<file path="src/rtl/ebsPkg.sv">
package ebsPkg;
  typedef enum logic [2:0] {
    ST_IDLE, ST_ALE, ST_GAP, ST_ACC, ST_TURN, ST_FIN
  } ebsState_t;

  // Strobes from control to datapath and pins
  typedef struct packed {
    logic ale;
    logic dataPhase;
    logic rd;
    logic wr;
    logic capture;
    logic load;
    logic clearRd;
    logic done;
  } ebsStrobe_t;
endpackage

</file>
<file path="src/rtl/ebsCtrl.sv">
module ebsCtrl
  import ebsPkg::*;
#(
  parameter int WAIT_W      = 4,
  parameter int SYNC_STAGES = 2
) (
  input  logic              clk,
  input  logic              rstN,
  input  logic              reqValid,
  input  logic [WAIT_W-1:0] cfgWait,
  input  logic              cfgRwFast,
  input  logic              cfgTriFast,
  input  logic              cfgLongAle,
  input  logic              cfgBusOn,
  input  logic              cfgRdyEn,
  input  logic              cfgRdyHigh,
  input  logic              readyPin,
  input  logic              curWrite,
  output ebsStrobe_t        stb
);
  localparam logic [WAIT_W-1:0] WAIT_MAX = '1;

  ebsState_t         state;
  logic [WAIT_W-1:0] cnt;
  logic [WAIT_W-1:0] waitLimit;
  logic [WAIT_W-1:0] aleLimit;
  logic              rdySynced;
  logic              rdyOk;
  logic              accDone;

  // Ready synchronizer, depth chosen by parameter
  generate
    if (SYNC_STAGES == 1) begin : g_sync1
      logic syncQ;
      always_ff @(posedge clk or negedge rstN)
        if (!rstN) syncQ <= 1'b0;
        else       syncQ <= readyPin;
      assign rdySynced = syncQ;
    end else begin : g_syncN
      logic [SYNC_STAGES-1:0] syncQ;
      always_ff @(posedge clk or negedge rstN)
        if (!rstN) syncQ <= '0;
        else       syncQ <= {syncQ[SYNC_STAGES-2:0], readyPin};
      assign rdySynced = syncQ[SYNC_STAGES-1];
    end
  endgenerate

  assign waitLimit = WAIT_MAX - cfgWait;
  assign aleLimit  = {{(WAIT_W-1){1'b0}}, cfgLongAle};
  assign rdyOk     = (rdySynced == cfgRdyHigh);
  assign accDone   = (cnt == waitLimit) && (!cfgRdyEn || rdyOk);

  always_ff @(posedge clk or negedge rstN) begin
    if (!rstN) begin
      state <= ST_IDLE;
      cnt   <= '0;
    end else begin
      case (state)
        ST_IDLE: if (reqValid) begin
          state <= cfgBusOn ? ST_ALE : ST_FIN;
          cnt   <= '0;
        end
        ST_ALE: if (cnt == aleLimit) begin
          state <= cfgRwFast ? ST_ACC : ST_GAP;
          cnt   <= '0;
        end else begin
          cnt <= cnt + 1'b1;
        end
        ST_GAP: begin
          state <= ST_ACC;
          cnt   <= '0;
        end
        ST_ACC: if (accDone) begin
          state <= cfgTriFast ? ST_FIN : ST_TURN;
        end else if (cnt != waitLimit) begin
          cnt <= cnt + 1'b1;
        end
        ST_TURN: state <= ST_FIN;
        default: state <= ST_IDLE;
      endcase
    end
  end

  always_comb begin
    stb           = '0;
    stb.ale       = (state == ST_ALE);
    stb.dataPhase = (state == ST_GAP) || (state == ST_ACC);
    stb.rd        = (state == ST_ACC) && !curWrite;
    stb.wr        = (state == ST_ACC) && curWrite;
    stb.capture   = (state == ST_ACC) && accDone && !curWrite;
    stb.load      = (state == ST_IDLE) && reqValid;
    stb.clearRd   = stb.load && !cfgBusOn;
    stb.done      = (state == ST_FIN);
  end
endmodule

</file>
<file path="src/rtl/ebsDatapath.sv">
module ebsDatapath
  import ebsPkg::*;
#(
  parameter int ADDR_W = 16,
  parameter int DATA_W = 16
) (
  input  logic              clk,
  input  logic              rstN,
  input  ebsStrobe_t        stb,
  input  logic              reqWrite,
  input  logic [ADDR_W-1:0] reqAddr,
  input  logic [DATA_W-1:0] reqWdata,
  input  logic [1:0]        cfgBusMode,
  input  logic [DATA_W-1:0] busIn,
  output logic              curWrite,
  output logic [ADDR_W-1:0] addrOut,
  output logic [DATA_W-1:0] busOut,
  output logic              busOe,
  output logic [DATA_W-1:0] rdData
);
  localparam int HALF_W = DATA_W / 2;

  logic [ADDR_W-1:0] addrQ;
  logic [DATA_W-1:0] wdataQ;
  logic [DATA_W-1:0] laneMask;
  logic              muxed;

  assign muxed    = cfgBusMode[0];
  assign laneMask = cfgBusMode[1] ? {DATA_W{1'b1}}
                                  : {{(DATA_W-HALF_W){1'b0}}, {HALF_W{1'b1}}};

  always_ff @(posedge clk or negedge rstN) begin
    if (!rstN) begin
      addrQ    <= '0;
      wdataQ   <= '0;
      curWrite <= 1'b0;
    end else if (stb.load) begin
      addrQ    <= reqAddr;
      wdataQ   <= reqWdata;
      curWrite <= reqWrite;
    end
  end

  always_ff @(posedge clk or negedge rstN) begin
    if (!rstN)            rdData <= '0;
    else if (stb.clearRd) rdData <= '0;
    else if (stb.capture) rdData <= busIn & laneMask;
  end

  assign busOe   = (stb.ale && muxed) || (stb.dataPhase && curWrite);
  assign addrOut = addrQ;

  always_comb begin
    if (!busOe)       busOut = '0;
    else if (stb.ale) busOut = DATA_W'(addrQ) & laneMask;
    else              busOut = wdataQ & laneMask;
  end
endmodule

</file>
<file path="src/rtl/extBusSeq.sv">
module extBusSeq
  import ebsPkg::*;
#(
  parameter int ADDR_W      = 16,
  parameter int DATA_W      = 16,
  parameter int WAIT_W      = 4,
  parameter int SYNC_STAGES = 2
) (
  input  logic              clk,
  input  logic              rstN,
  input  logic              reqValid,
  input  logic              reqWrite,
  input  logic [ADDR_W-1:0] reqAddr,
  input  logic [DATA_W-1:0] reqWdata,
  input  logic [WAIT_W-1:0] cfgWait,
  input  logic              cfgRwFast,
  input  logic              cfgTriFast,
  input  logic [1:0]        cfgBusMode,
  input  logic              cfgLongAle,
  input  logic              cfgBusOn,
  input  logic              cfgRdyEn,
  input  logic              cfgRdyHigh,
  input  logic              readyPin,
  input  logic [DATA_W-1:0] busIn,
  output logic              ale,
  output logic              rdStrobe,
  output logic              wrStrobe,
  output logic [ADDR_W-1:0] addrOut,
  output logic [DATA_W-1:0] busOut,
  output logic              busOe,
  output logic [DATA_W-1:0] rdData,
  output logic              done
);
  ebsStrobe_t stb;
  logic       curWrite;

  ebsCtrl #(.WAIT_W(WAIT_W), .SYNC_STAGES(SYNC_STAGES)) u_ctrl (
    .clk(clk), .rstN(rstN), .reqValid(reqValid), .cfgWait(cfgWait),
    .cfgRwFast(cfgRwFast), .cfgTriFast(cfgTriFast), .cfgLongAle(cfgLongAle),
    .cfgBusOn(cfgBusOn), .cfgRdyEn(cfgRdyEn), .cfgRdyHigh(cfgRdyHigh),
    .readyPin(readyPin), .curWrite(curWrite), .stb(stb)
  );

  ebsDatapath #(.ADDR_W(ADDR_W), .DATA_W(DATA_W)) u_dp (
    .clk(clk), .rstN(rstN), .stb(stb), .reqWrite(reqWrite),
    .reqAddr(reqAddr), .reqWdata(reqWdata), .cfgBusMode(cfgBusMode),
    .busIn(busIn), .curWrite(curWrite), .addrOut(addrOut),
    .busOut(busOut), .busOe(busOe), .rdData(rdData)
  );

  assign ale      = stb.ale;
  assign rdStrobe = stb.rd;
  assign wrStrobe = stb.wr;
  assign done     = stb.done;
endmodule

</file>
<file path="config.mk">
export PLATFORM = sky130hd
export DESIGN_NAME = extBusSeq
export DESIGN_NICKNAME = d
export VERILOG_FILES = /design/src/rtl/ebsPkg.sv /design/src/rtl/ebsCtrl.sv /design/src/rtl/ebsDatapath.sv /design/src/rtl/extBusSeq.sv
export SDC_FILE = /design/constraint.sdc
export NUM_CORES = 1
export LEC_CHECK = 0
export ABC_CLOCK_PERIOD_IN_PS = 3250
export BUFFER_PORTS_ARGS = -buffer_cell sky130_fd_sc_hd__buf_2
export CAP_MARGIN = 20
export CORE_MARGIN = 3
export CORE_UTILIZATION = 45
export DETAILED_ROUTE_END_ITERATION = 8
export PLACE_DENSITY_LB_ADDON = 0.3
export SETUP_SLACK_MARGIN = 0.05
export SLEW_MARGIN = 25
export SYNTH_ARGS = -nofsm -noshare
export SYNTH_HDL_FRONTEND = slang
export SYNTH_SLANG_ARGS = --single-unit
</file>
<file path="constraint.sdc">
create_clock -name clk -period 3.25 [get_ports clk]
set_input_delay 0.65 -clock clk [delete_from_list [all_inputs] [get_ports clk]]
set_output_delay 0.65 -clock clk [all_outputs]
set_load 0.1 [all_outputs]
</file>
==> results of run 1 <==
==> state kept, by name, indices dropped and copies added, names as in the netlist <==
register,cells
u_dp.addrOut,16
u_dp.rdData,16
u_dp.wdataQ,16
u_ctrl.cnt,4
u_ctrl.state,3
u_ctrl.g_syncN.syncQ,2
u_dp.curWrite,1
==> kinds of logic (layout without fill, tap and decap cells) <==
group | Yosys count | in the layout | synth area share [%]
mux | 51 | 51 | 19.6
buf+inv | 22 | 147 | 3.37
fa+ha+maj | 1 | 1 | 0.444
xor+xnor | 7 | 7 | 2.18
flops | 58 | 58 | 51.5
simple gates | 93 | 93 | 15.7
compound gates | 33 | 33 | 7.15
==> path summary, 6_finish.rpt <==
check	startpoint	endpoint	slack, ns	cells past startpoint
max	u_ctrl.state[1]$_DFFE_PN0P_	busOut[13]	0.35	7
min	rstN	u_dp.addrOut[7]$_DFFE_PN0P_	0.15	1
max reg2reg	u_ctrl.state[1]$_DFFE_PN0P_	u_dp.wdataQ[9]$_DFFE_PN0P_	1.39	3
min reg2reg	u_ctrl.g_syncN.syncQ[0]$_DFF_PN0_	u_ctrl.g_syncN.syncQ[1]$_DFF_PN0_	0.35	0
max in group asynchronous	rstN	u_ctrl.g_syncN.syncQ[1]$_DFF_PN0_	2.23	2
min in group clk	u_ctrl.g_syncN.syncQ[0]$_DFF_PN0_	u_ctrl.g_syncN.syncQ[1]$_DFF_PN0_	0.35	0
==> routing by layer <==
metal | vias up | wire length (um)
met4 | 0 | 77
li1 | 1141 | -
met2 | 91 | 3150
met5 | - | 0
met3 | 6 | 559
met1 | 1099 | 2800
==> critical path: stages, from the launching register on <==
cell and delay (ns):
dfrtp_1 0.54, nand3b_1 0.23, nand2_1 0.10, nand2_2 0.08, clkinvlp_4 0.08, nand2_2 0.25
a21oi_4 0.20, buf_2 0.44
==> synth_stat cells, types with 2 or more instances <==
library cell / count / area share (%)
nand2_1: 63 / 8.4
dfrtp_1: 58 / 52
mux2_2: 31 / 12
a21oi_1: 20 / 3.6
mux2i_1: 17 / 6.0
inv_1: 9 / 1.2
clkbuf_1: 6 / 0.80
nor2_1: 6 / 0.80
xnor2_1: 6 / 1.9
buf_2: 4 / 0.71
nand3_1: 4 / 0.71
a211o_1: 3 / 0.93
mux2_1: 3 / 1.2
nand2b_1: 3 / 0.67
a211oi_1: 2 / 0.53
and2_1: 2 / 0.44
and3_1: 2 / 0.44
nand3b_1: 2 / 0.53
nor2b_1: 2 / 0.44
nor3_1: 2 / 0.36
o21ai_0: 2 / 0.36
==> final cells by class <==
| cell class | count | area, sq um | share of cell area, % |
|---|---|---|---|
| multi-input cells | 185 | 1470 | 38.0 |
| inverters | 10 | 41.3 | 1.07 |
| repair buffers | 121 | 616 | 16.0 |
| flip-flops and latches | 58 | 1450 | 37.7 |
| clock inverters | 6 | 57.6 | 1.49 |
| well taps | 75 | 93.8 | 2.44 |
| clock buffers | 10 | 128 | 3.31 |
==> through the flow <==
stage / instances / hold slack (ns) / cell area [sq um] / utilization [%] / setup slack, ns
after floorplan: 265 / 0.331 / 3010 / - / 0.116
after global placement: 449 / 0.336 / 3670 / 61.2 / 0.644
after detailed placement: 449 / 0.340 / 3670 / 61.2 / 0.626
after CTS: 465 / 0.133 / 3850 / 64.3 / 0.314
after global routing: 465 / 0.144 / 3850 / 64.3 / 0.154
final: 465 / 0.151 / 3850 / 64.3 / 0.354
==> metrics.md, run 1 <==
| Metric | Value |
|---|---|
| Outcome | complete, no violations |
| Detail Route Antenna Nets | 0 |
| Slew @ Worst Pin | 0.747 ns |
| Max-slew headroom | 50.2% |
| Synth Warn # | 0 |
| 1st-iter DRT viols | 39 |
| Grt met1 use | 24.3% |
| Die span in x | 85.1 um |
| Gate Count Post-Synth | 265 |
| Commonest non-fill, non-tap cell in the layout | buf_2 |
| First-pass GRT wire length | 11,300 um |
| GRT busiest layer | met2 |
| H-tree levels | 3 |
| Fin. Hold Viols | 0 |
| GRT overflow | 0 |
| CTS Buffer Depth | 2 |
| Vias per inst | 5.03 |
| Maxcap violations | 0 |
| Row cnt | 28 |
| RD Place Congestion | 0.773 |
| CTS tree | yes |
| CP Launch Type | register |
| Post-synthesis sequential area ratio | 51.5% |
| Synth cell types | 39 |
| Antenna cells | 0 |
| Hold/Removal Path Class | in -> async |
| Post-layout min period | 2.90 ns |
| Mapped Avg Cell Area | 10.6 sq um |
| DP HPWL | 4810 um |
| FF+latch count, synth | 58 |
| Gr usage total | 19.6% |
| Worst-Skew Late Latency | 0.33 ns |
| Synth Net Count | 331 |
| GR Util met2 | 32.1% |
| Layout cells sized above 1 | 49.2% |
| Die area | 7250 sq um |
| Hold_buf cts | 0 |
| # IOs | 118 |
| Resized Gates After CTS | 0 |
| Clk slew on worst S/H paths | 0.06 ns |
| Number of synthesized flops with an enable pin | 0 |
| Starting Density | 47.0% |
| Total number of vias | 2,337 |
| Floorplan core area | 5990 sq um |
| Total of fill cells in the finished design | 517 |
| Router iterations before antenna repair | 4 |
| CP Class | reg -> out |
| M3 GR Usage | 5.53% |
| Port-buffer cells | 117 |
| Largest net degree at the start of global routing | 52 |
| Fin. max-slew vios | 0 |
| RSZ-0062 raised after global routing | no |
| FMAX | 345 MHz |
| Req. time, crit path | 2.60 ns |
| Wire length per cell | 14.2 um |
| Synth Flop Type | dfrtp_1 |
| Final Setup Violations | 0 |
| Fin crit share | 89.1% |
| CP max FO | 14 |
| Post-synthesis async set-or-reset flop share | 100% |
| Fin Setup TNS | 0 ns |
| Post-Route Skew | 0.00569 ns |
| Root Driver | clkbuf_8 |
| Worst path arrival time | 2.25 ns |
| Initial antenna violation count | 0 |
| Setup bufs post-CTS | 0 |
| Worst setup EP type | output port |
| Final net count | 451 |
| DRT Wirelength | 6580 um |
| Total CTS buffers | 9 |
| Clock Sinks | 58 |
| Mapped Area | 2820 sq um |
| Commonest non-fill, non-tap cells in the layout | 117 x buf_2, 61 x nand2_1, 58 x dfrtp_1 |
| Area Growth Syn to Fin | 36.7% |
| # DRC | 0 |
| Number of global-route vias before repair | 2,413 |
| Die height | 85.1 um |
Power of run 1 is not shown: default switching activity piles up to over one toggle a cycle in this logic, so the estimate is an artifact.
==> run 2: changes to the inputs <==
Settings changed: SYNTH_HIERARCHICAL set to 1.
==> run 2 against run 1 <==
Compared with the run above: non-clock buffer count grew 2; critical endpoint is now busOut[14]; register-to-register slack lost 0.11 ns; clock-buffer cell count grew 1; critical path type unchanged; clock skew grew 0.0058 ns.
==> metrics.md, run 2 <==
| Metric | Value |
|---|---|
| Total number of vias | 2,160 (-7.6%) |
| Hold_buf cts | 0 (unchanged) |
| Largest area contributor in the netlist | dfrtp_1 |
| Row cnt | 28 (unchanged) |
| Worst path arrival time | 2.30 ns (+0.05 ns) |
| Worst r2r path cells | 8 (+5) |
| Wire length per cell | 14.4 um (+1.4%) |
| Hold/Removal Path Class | reg -> reg |
| Number of global-route vias before repair | 2,116 (-12%) |
| Synth top cells by count | 58 x dfrtp_1, 33 x mux2_2, 26 x mux2i_1 |
| CP Buf/Inv Count | 3 (+1) |
| Final Setup Violations | 0 (unchanged) |
| Crit-path cells | inv_1, and3_2, buf_4, mux2i_1, nor3b_4, buf_2 |
| Post-synthesis sequential area ratio | 51.3% (-0.18 points) |
| GRT overflow | 0 (unchanged) |
| FF+latch count, synth | 58 (unchanged) |
| Synth Warn # | 6 (+6) |
| Setup bufs post-CTS | 0 (unchanged) |
| RD Place Congestion | 0.775 (+0.17%) |
| Worst setup EP type | output port |
| Max-slew headroom | 51.9% (+1.7 points) |
| Router iterations before antenna repair | 4 (unchanged) |
| Outcome | complete, no violations |
| CP max-delay cell | dfrtp_1 |
| Max stage delay on crit path | 0.44 ns (-0.10 ns) |
| # IOs | 118 (unchanged) |
| Most common cell in the netlist | dfrtp_1 |
| Area Growth Syn to Fin | 33.3% |
| Initial antenna violation count | 0 (unchanged) |
| Fin Setup TNS | 0 ns (unchanged) |
| Port-buffer cells | 117 (unchanged) |
| RSZ-0062 raised after global routing | no |
| Clk slew on worst S/H paths | 0.06 ns (about the same) |
| Resized Gates After CTS | 0 (unchanged) |
| Antenna cells | 0 (unchanged) |
| Commonest non-fill, non-tap cells in the layout | 117 x buf_2, 58 x dfrtp_1, 33 x mux2_2 |
| Mapped Avg Cell Area | 12.2 sq um (+15%) |
| CTS Buffer Depth | 2 (unchanged) |
| Flop-to-flop setup slack | 1.28 ns (-0.11 ns) |
| # DRC | 0 (unchanged) |
| Worst setup path endpoint | busOut[14] |
| Fin crit share | 90.9% (+1.8 points) |
| Synth Net Count | 297 (-10%) |
| Mapped Area | 2830 sq um (+0.36%) |
| Gr usage total | 17.7% (-1.9 points) |
| Req. time, crit path | 2.60 ns (about the same) |
| Total of fill cells in the finished design | 505 (-2.3%) |
| Top-area cell type share of the netlist area | 51.3% (-0.18 points) |
| Maxcap violations | 0 (unchanged) |
| Gate Count Post-Synth | 231 (-13%) |
| R2r endpoint | u_dp/rdData[5]$_DFFE_PN0P_ |
| FMAX | 339 MHz (-1.9%) |
| Vias per inst | 4.99 (-0.74%) |
| Clock Sinks | 58 (unchanged) |
| Slew @ Worst Pin | 0.722 ns (-0.0252 ns) |
| CP Class | reg -> out |
| Worst-Skew Late Latency | 0.33 ns (about the same) |
| DP HPWL | 4530 um (-5.9%) |
| First-pass GRT wire length | 10,300 um (-8.5%) |
| Die span in x | 85.3 um (+0.16%) |
| CP max FO | 16 (+2) |
| Floorplan core area | 5990 sq um (unchanged) |
| Layout cells sized above 1 | 54.7% (+5.5 points) |
| Commonest non-fill, non-tap cell in the layout | buf_2 |
| Die area | 7270 sq um (+0.33%) |
| Synth cell types | 39 (unchanged) |
| Starting Density | 47.2% (+0.17 points) |
| Total CTS buffers | 9 (unchanged) |
| Post-layout min period | 2.95 ns (+0.0574 ns) |
| Fin. Hold Viols | 0 (unchanged) |
| Crit path launch | u_ctrl/state[2]$_DFFE_PN0P_ |
| WP depth | 6 (-1) |
| CP Launch Type | register |
| Detail Route Antenna Nets | 0 (unchanged) |
| 1st-iter DRT viols | 67 (+72%) |
| Synth top area cells | dfrtp_1 51%, mux2_2 13%, mux2i_1 9.2% |
| Crit-path leading delay family | buffers and inverters |
| CTS tree | yes |
| Fin. max-slew vios | 0 (unchanged) |
| Largest net degree at the start of global routing | 59 (+13%) |
| Post-synthesis async set-or-reset flop share | 100% (unchanged) |
| Number of synthesized flops with an enable pin | 0 (unchanged) |
| R2r startpoint | u_ctrl/cnt[1]$_DFFE_PN0P_ |
| Final net count | 419 (-7.1%) |
| H-tree levels | 3 (unchanged) |
| Post-Route Skew | 0.0115 ns (+0.00580 ns) |
| Root Driver | clkbuf_8 |
| Synth Flop Type | dfrtp_1 |
| DRT Wirelength | 6220 um (-5.6%) |
| Die height | 85.3 um (+0.16%) |
run 2: worst min path at each step:
stage | from | to | cells after the start
final | u_ctrl/g_syncN.syncQ[0]$_DFF_PN0_ | u_ctrl/g_syncN.syncQ[1]$_DFF_PN0_ | 0
after global placement | u_ctrl/g_syncN.syncQ[0]$_DFF_PN0_ | u_ctrl/g_syncN.syncQ[1]$_DFF_PN0_ | 0
after detailed placement | u_ctrl/g_syncN.syncQ[0]$_DFF_PN0_ | u_ctrl/g_syncN.syncQ[1]$_DFF_PN0_ | 0
after floorplan | u_ctrl/g_syncN.syncQ[0]$_DFF_PN0_ | u_ctrl/g_syncN.syncQ[1]$_DFF_PN0_ | 0
after CTS | u_ctrl/g_syncN.syncQ[0]$_DFF_PN0_ | u_ctrl/g_syncN.syncQ[1]$_DFF_PN0_ | 0
after global routing | u_ctrl/g_syncN.syncQ[0]$_DFF_PN0_ | u_ctrl/g_syncN.syncQ[1]$_DFF_PN0_ | 0
run 2: cell families after synthesis:
kind of cell,synth area share (%)
simple gates,12.7
mux,22.3
flops,51.3
compound gates,6.59
buf+inv,4.78
xor+xnor,1.86
fa+ha+maj,0.442
run 2: per-layer routing:
layer  vias to the layer above  track usage (%)  wire, um
li1                       1058                -         -
met1                      1011             24.6      2890
met3                         6             3.98       526
met4                         0             7.77        54
met5                         -                0         0
met2                        85             26.6      2750
run 2: metrics by stage:
step / util (%) / hold slack (ns) / cells / worst slack (ns) / area [sq um]
final: 62.9 / 0.361 / 433 / 0.297 / 3770
after global routing: 62.9 / 0.370 / 433 / 0.161 / 3770
after CTS: 62.9 / 0.367 / 433 / 0.273 / 3770
after detailed placement: 59.4 / 0.347 / 417 / 0.629 / 3560
after global placement: 59.4 / 0.339 / 417 / 0.698 / 3560
after floorplan: - / 0.331 / 231 / 0.0653 / 2930
run 2: area by class of cell:
type / instances / area, sq um / area share, %
inverters: 8 / 30.0 / 0.797
clock inverters: 5 / 78.8 / 2.09
well taps: 75 / 93.8 / 2.49
flip-flops and latches: 58 / 1450 / 38.5
multi-input cells: 153 / 1350 / 35.9
clock buffers: 11 / 131 / 3.49
repair buffers: 123 / 631 / 16.7
Power of run 2 is left out for the same reason.
